--- src/rtl/cmpsr_pkg.sv ---
package cmpsr_pkg;
  localparam int REG_W      = 8;
  localparam int BIT_OUT    = 0;
  localparam int BIT_FFALL  = 1;
  localparam int BIT_FRISE  = 2;
  localparam int BIT_EFALL  = 3;
  localparam int BIT_ERISE  = 4;
  localparam int NUM_FLAGS  = 2;
  localparam int IDX_RISE   = 0;
  localparam int IDX_FALL   = 1;

  typedef struct packed {
    logic rise;
    logic fall;
  } edge_pair_t;
endpackage

--- src/rtl/cmpsr_rst_sync.sv ---
module cmpsr_rst_sync #(
  parameter int STAGES = 2
) (
  input  logic clk,
  input  logic rst_n,
  output logic rst_sync_n
);
  logic [STAGES-1:0] chain_q;
  logic [STAGES-1:0] chain_d;

  always_comb begin
    chain_d = {chain_q[STAGES-2:0], 1'b1};
  end

  always_ff @(posedge clk or negedge rst_n) begin
    if (!rst_n) chain_q <= '0;
    else        chain_q <= chain_d;
  end

  assign rst_sync_n = chain_q[STAGES-1];
endmodule

--- src/rtl/cmpsr_edge_detect.sv ---
module cmpsr_edge_detect
  import cmpsr_pkg::*;
(
  input  logic       clk,
  input  logic       rst_n,
  input  logic       cmp_out_i,
  input  logic       cmp_en_i,
  input  logic       cmp_inv_i,
  input  logic       stop_mode_i,
  output logic       eff_o,
  output edge_pair_t set_o
);
  logic       prev_q, prev_d;
  logic       primed_q, primed_d;
  edge_pair_t edges;

  // effective output: live value while enabled, invert setting otherwise
  always_comb begin
    eff_o = cmp_en_i ? cmp_out_i : cmp_inv_i;
  end

  always_comb begin
    prev_d   = eff_o;
    primed_d = 1'b1;
  end

  always_ff @(posedge clk or negedge rst_n) begin
    if (!rst_n) begin
      prev_q   <= 1'b0;
      primed_q <= 1'b0;
    end else begin
      prev_q   <= prev_d;
      primed_q <= primed_d;
    end
  end

  always_comb begin
    edges.rise = primed_q &  eff_o & ~prev_q;
    edges.fall = primed_q & ~eff_o &  prev_q;
    if (stop_mode_i) begin
      set_o.rise = eff_o;
      set_o.fall = ~eff_o;
    end else begin
      set_o = edges;
    end
  end

  // an edge is only ever reported against a value sampled after reset
  assert_rise_real_R11: assert property (@(posedge clk) disable iff (!rst_n)
    edges.rise |-> ($past(eff_o) == 1'b0));
  assert_fall_real_R11: assert property (@(posedge clk) disable iff (!rst_n)
    edges.fall |-> ($past(eff_o) == 1'b1));
  // in stop mode exactly one set condition is active
  assert_stop_level_R8: assert property (@(posedge clk) disable iff (!rst_n)
    stop_mode_i |-> $onehot(set_o));
endmodule

--- src/rtl/cmpsr_flag.sv ---
module cmpsr_flag (
  input  logic clk,
  input  logic rst_n,
  input  logic set_i,
  input  logic clr_i,
  output logic flag_o
);
  logic flag_q, flag_d;

  // set dominates a concurrent clear
  always_comb begin
    flag_d = set_i | (flag_q & ~clr_i);
  end

  always_ff @(posedge clk or negedge rst_n) begin
    if (!rst_n) flag_q <= 1'b0;
    else        flag_q <= flag_d;
  end

  assign flag_o = flag_q;

  assert_set_wins_R7: assert property (@(posedge clk) disable iff (!rst_n)
    set_i |=> flag_o);
  assert_w1c_R6: assert property (@(posedge clk) disable iff (!rst_n)
    (clr_i && !set_i) |=> !flag_o);
  assert_sticky_R6: assert property (@(posedge clk) disable iff (!rst_n)
    (!clr_i && flag_o) |=> flag_o);
endmodule

--- src/rtl/cmpsr_ctrl_reg.sv ---
module cmpsr_ctrl_reg
  import cmpsr_pkg::*;
(
  input  logic                 clk,
  input  logic                 rst_n,
  input  logic                 wr_i,
  input  logic [NUM_FLAGS-1:0] wdata_i,
  output logic [NUM_FLAGS-1:0] en_o
);
  logic [NUM_FLAGS-1:0] en_q, en_d;

  always_comb begin
    en_d = en_q;
    if (wr_i) en_d = wdata_i;
  end

  always_ff @(posedge clk or negedge rst_n) begin
    if (!rst_n) en_q <= '0;
    else        en_q <= en_d;
  end

  assign en_o = en_q;

  assert_en_hold_R3: assert property (@(posedge clk) disable iff (!rst_n)
    !wr_i |=> $stable(en_o));
  assert_en_load_R3: assert property (@(posedge clk) disable iff (!rst_n)
    wr_i |=> (en_o == $past(wdata_i)));
endmodule

--- src/rtl/cmp_edge_status.sv ---
module cmp_edge_status
  import cmpsr_pkg::*;
#(
  parameter int RST_SYNC_STAGES = 2
) (
  input  logic             clk,
  input  logic             rst_n,
  input  logic             cmp_out_i,
  input  logic             cmp_en_i,
  input  logic             cmp_inv_i,
  input  logic             stop_mode_i,
  input  logic             reg_wr_i,
  input  logic [REG_W-1:0] reg_wdata_i,
  output logic [REG_W-1:0] reg_rdata_o,
  output logic             irq_o
);
  logic                 rst_int_n;
  logic                 eff;
  edge_pair_t           set_pair;
  logic [NUM_FLAGS-1:0] set_vec;
  logic [NUM_FLAGS-1:0] clr_vec;
  logic [NUM_FLAGS-1:0] flag_vec;
  logic [NUM_FLAGS-1:0] ien_vec;
  logic [NUM_FLAGS-1:0] ien_wdata;
  logic                 unused_wbits;

  cmpsr_rst_sync #(.STAGES(RST_SYNC_STAGES)) u_rst_sync (
    .clk        (clk),
    .rst_n      (rst_n),
    .rst_sync_n (rst_int_n)
  );

  cmpsr_edge_detect u_edge (
    .clk         (clk),
    .rst_n       (rst_int_n),
    .cmp_out_i   (cmp_out_i),
    .cmp_en_i    (cmp_en_i),
    .cmp_inv_i   (cmp_inv_i),
    .stop_mode_i (stop_mode_i),
    .eff_o       (eff),
    .set_o       (set_pair)
  );

  always_comb begin
    set_vec[IDX_RISE]   = set_pair.rise;
    set_vec[IDX_FALL]   = set_pair.fall;
    clr_vec[IDX_RISE]   = reg_wr_i & reg_wdata_i[BIT_FRISE];
    clr_vec[IDX_FALL]   = reg_wr_i & reg_wdata_i[BIT_FFALL];
    ien_wdata[IDX_RISE] = reg_wdata_i[BIT_ERISE];
    ien_wdata[IDX_FALL] = reg_wdata_i[BIT_EFALL];
  end

  assign unused_wbits = ^{reg_wdata_i[REG_W-1:BIT_ERISE+1], reg_wdata_i[BIT_OUT]};

  for (genvar g = 0; g < NUM_FLAGS; g++) begin : g_flag
    cmpsr_flag u_flag (
      .clk    (clk),
      .rst_n  (rst_int_n),
      .set_i  (set_vec[g]),
      .clr_i  (clr_vec[g]),
      .flag_o (flag_vec[g])
    );
  end

  cmpsr_ctrl_reg u_ctrl (
    .clk     (clk),
    .rst_n   (rst_int_n),
    .wr_i    (reg_wr_i),
    .wdata_i (ien_wdata),
    .en_o    (ien_vec)
  );

  always_comb begin
    reg_rdata_o            = '0;
    reg_rdata_o[BIT_OUT]   = eff;
    reg_rdata_o[BIT_FFALL] = flag_vec[IDX_FALL];
    reg_rdata_o[BIT_FRISE] = flag_vec[IDX_RISE];
    reg_rdata_o[BIT_EFALL] = ien_vec[IDX_FALL];
    reg_rdata_o[BIT_ERISE] = ien_vec[IDX_RISE];
  end

  assign irq_o = |(flag_vec & ien_vec);

  assert_reserved_zero_R2: assert property (@(posedge clk) disable iff (!rst_int_n)
    reg_rdata_o[REG_W-1:BIT_ERISE+1] == '0);
  assert_out_disabled_R10: assert property (@(posedge clk) disable iff (!rst_int_n)
    !cmp_en_i |-> (reg_rdata_o[BIT_OUT] == cmp_inv_i));
  assert_irq_on_R9: assert property (@(posedge clk) disable iff (!rst_int_n)
    ((reg_rdata_o[BIT_ERISE] && reg_rdata_o[BIT_FRISE]) ||
     (reg_rdata_o[BIT_EFALL] && reg_rdata_o[BIT_FFALL])) |-> irq_o);
  assert_irq_off_R9: assert property (@(posedge clk) disable iff (!rst_int_n)
    (!(reg_rdata_o[BIT_ERISE] && reg_rdata_o[BIT_FRISE]) &&
     !(reg_rdata_o[BIT_EFALL] && reg_rdata_o[BIT_FFALL])) |-> !irq_o);
  assert_reset_state_R1: assert property (@(posedge clk)
    !rst_int_n |-> (!irq_o && reg_rdata_o[BIT_ERISE:BIT_FFALL] == '0));
endmodule

--- config.mk ---
export PLATFORM = sky130hd
export DESIGN_NAME = cmp_edge_status
export DESIGN_NICKNAME = d
export VERILOG_FILES = /design/src/rtl/cmpsr_pkg.sv /design/src/rtl/cmpsr_rst_sync.sv /design/src/rtl/cmpsr_edge_detect.sv /design/src/rtl/cmpsr_flag.sv /design/src/rtl/cmpsr_ctrl_reg.sv /design/src/rtl/cmp_edge_status.sv
export SDC_FILE = /design/constraint.sdc
export NUM_CORES = 1
export LEC_CHECK = 0
export ABC_AREA = 0
export BUFFER_PORTS_ARGS = -buffer_cell sky130_fd_sc_hd__buf_2
export CAP_MARGIN = 10
export CELL_PAD_IN_SITES_DETAIL_PLACEMENT = 1
export CELL_PAD_IN_SITES_GLOBAL_PLACEMENT = 1
export CORE_MARGIN = 8
export CORE_UTILIZATION = 26
export CTS_BUF_LIST = sky130_fd_sc_hd__clkbuf_4
export DETAILED_ROUTE_END_ITERATION = 8
export GPL_TIMING_DRIVEN = 0
export HOLD_SLACK_MARGIN = 0.1
export PLACE_DENSITY_LB_ADDON = 0.1
export SLEW_MARGIN = 0
export SYNTH_ARGS = -nofsm -noshare
export SYNTH_HDL_FRONTEND = slang
export SYNTH_SLANG_ARGS = --single-unit
--- constraint.sdc ---
create_clock -name clk -period 1.1 [get_ports clk]
set_input_delay 0.33 -clock clk [delete_from_list [all_inputs] [get_ports clk]]
set_output_delay 0.33 -clock clk [all_outputs]
set_load 0.01 [all_outputs]
==> results.md <==
- Number of setup violations in the final report: 6
- Final WL: 754 um
- Vias in the first global route: 318
- Gpl congestion: 0.6747
- Top_reg_cell synth: dfrtp_1
- Bufs and invs on worst path: 1
- Util after Layout: 0.4280
- Leak: 0.2852 nW
- Global-route wire length before repair: 1235 um
- Largest stage delay on the critical path: 0.39 ns
- Critical Path RT: 0.77 ns
- Met2 wire len: 383 um
- DRT antenna net count: 0
- Area share of the largest cell type after synthesis: 0.5776
- Post-synth EDFFs: 0
- Post-Syn Area per Cell: 11.95 sq um
- Top Ports: 24
- Initial Utilization: 0.2732
- I/O Buffers: 16
- Fmax: 766.2 MHz
- Max clock buf depth: 2
- Antenna Cells: 0
- Worst setup EP type: output port
- Highest routed layer: met4
- Status: finished, violations left
- Dominant cells by area after synthesis: dfrtp_1 (58%), buf_4 (13%), mux2_2 (6.5%)
- TritonCTS buffer count: 3
- Pwr Total: 0.7343 mW
- Fraction of registers with async set/reset: 1.000
- Critical R2R Launch: u_ctrl.en_o[1]
- # fillers: 155
- GRT Total Usage: 0.06107
- Crit Path Category: register to output port
- Rows: 13
- Pre-Repair DR Iteration Count: 1
- CTS root buf: clkbuf_4
- Hold Crit Class: register to asynchronous set/reset pin
- Syn-to-layout area delta: 56.68%
- Max Slew Vio Count: 0
- Power Density: 1352 nW/um^2
- Critical path peak fanout: 3
- DRT iter0 DRCs: 0
- H-tree Lvls: 1
- Period utilization: 1.186
- Clk_skew: 0.001048 ns
- Synth Register Bits: 8
- Worst IR Drop VDD: 0.0006487 V
- Share of layout cells above drive strength 1: 0.5926
- Syn Inst Count: 29
- RSZ-0062 raised after global routing: true
- CP Launch Type: register
- Post-route setup slack: -0.2051 ns
- Reg clk slew, reported paths: 0.05 ns
- Initial antenna violation count: 0
- Core area: 1269 sq um
- Die area: 2757 sq um
- CP arrival: 0.98 ns
- Die X: 52.51 um
- Via count: 275
- Seq/Total Area, Yosys: 0.5776
- Fin nets: 71
- Met3 routed WL: 94 um
- Worst skew pair latency: 0.24 ns
- Synth top cells by count: dfrtp_1 (8), buf_4 (6), nand2_1 (5)
- Post-Syn Area: 346.6 sq um
- Largest net degree at the start of global routing: 7
- Maxcap violations: 0
- Yosys warns: 0
- Global route overflow: 0
- CP Cell Sequence: a22o_1, buf_2
- Routed WL per cell: 10.93 um
- Area leader, netlist: dfrtp_1
- CP max-delay cell: dfrtp_1
- Hold violation total from the final report: 0
- Crit. Startpoint: g_flag[1].u_flag.flag_o
- Wire length on met1: 253 um
- Sink Count: 8
- Violated checks: setup timing
- Clock period minus worst slack: 1.305 ns
- Post-synth cell types: 10
- Vias per cell: 3.986
- Residual DRC count: 0
- Hpwl dp: 643.6 um
- Crit-path leading delay family: flip-flops
- CTS tree: done
- Most frequent cell after synthesis: dfrtp_1
- Die Height: 52.51 um
-- power breakdown --
part	leakage, nW	internal, mW	total [mW]	switching (mW)
Sequential	0.0918	0.321	0.340	0.0195
Clock	0.0138	0.124	0.213	0.0889
Combinational	0.180	0.115	0.181	0.0664
-- worst paths after layout --
check,end,slack (ns),cells past startpoint
worst max-delay path,irq_o,-0.21,2
worst min-delay path,g_flag[1].u_flag.flag_o,0.09,0
max in group asynchronous,u_rst_sync.chain_q[0],0.61,2
min in group clk,u_ctrl.en_o[0],0.31,2
worst max register to register,u_ctrl.en_o[1],0.13,3
worst min register to register,g_flag[1].u_flag.flag_o,0.09,0
-- logic make-up after synthesis --
family | after synthesis | share of synthesized area
simple gates | 6 | 0.07222
mux | 3 | 0.1083
compound gates | 4 | 0.09025
flops | 8 | 0.5776
buf+inv | 6 | 0.1300
other cells | 2 | 0.02167
-- state kept, by name, indices dropped and copies added (netlist names) --
register and count:
g_flag.u_flag.flag_o 2, u_ctrl.en_o 2, u_edge.prev_q 1, u_edge.primed_q 1, u_rst_sync.chain_q 2
-- worst register-to-register path, stage by stage, from the launching register on --
cell and delay [ns]:
dfrtp_1 0.37, buf_4 0.13, buf_6 0.11, mux2_2 0.25
-- routing by layer --
metal,track usage,vias up
li1,-,132
met3,0.02273,4
met2,0.1028,13
met4,0.06466,0
met1,0.05212,126
met5,0,-
-- timing repair --
item | in CTS | in global routing
setup endpoints to repair | 6 | 6
resized for setup | 5 | 2
gates cloned | 0 | 0
buffers inserted | 2 | 1
pin swaps | 0 | 0
hold buffers | 1 | 0
endpoints found under the hold margin | 2 | 0
-- stage by stage --
stage                     instances  worst slack, ns  instance area, sq um  TNS, ns  hold slack [ns]
after floorplan                  32         0.007411                 361.6        0          0.03441
after global placement           63          -0.2314                 460.4  -0.2314          0.09744
after detailed placement         63          -0.2327                 460.4  -0.2327           0.1008
after CTS                        68          -0.2319                 528.0  -0.7159           0.1056
after global routing             69          -0.2518                 543.0  -0.8835           0.1190
final                            69          -0.2051                 543.0  -0.6745          0.09346
-- final cells by class --
cell class / instances / area [sq um] / share of cell area
Sequential cell: 8 / 200.2 / 0.3687
Timing Repair Buffer: 20 / 147.6 / 0.2719
Multi-Input combinational cell: 18 / 112.6 / 0.2074
Buffer: 5 / 41.29 / 0.07604
Clock buffer: 3 / 22.52 / 0.04147
Tap cell: 15 / 18.77 / 0.03456
-- cells in the final DEF (no fill, tap or decap), drive strengths merged --
cell         instances
clkbuf               3
buf                 24
dlygate4sd3          1
o21ai                2
a21oi                1
conb                 5
nor2b                1
dfrtp                8
mux2                 3
a22o                 1
nand2                5
No activity file was read; power rests on OpenSTA's default activity.
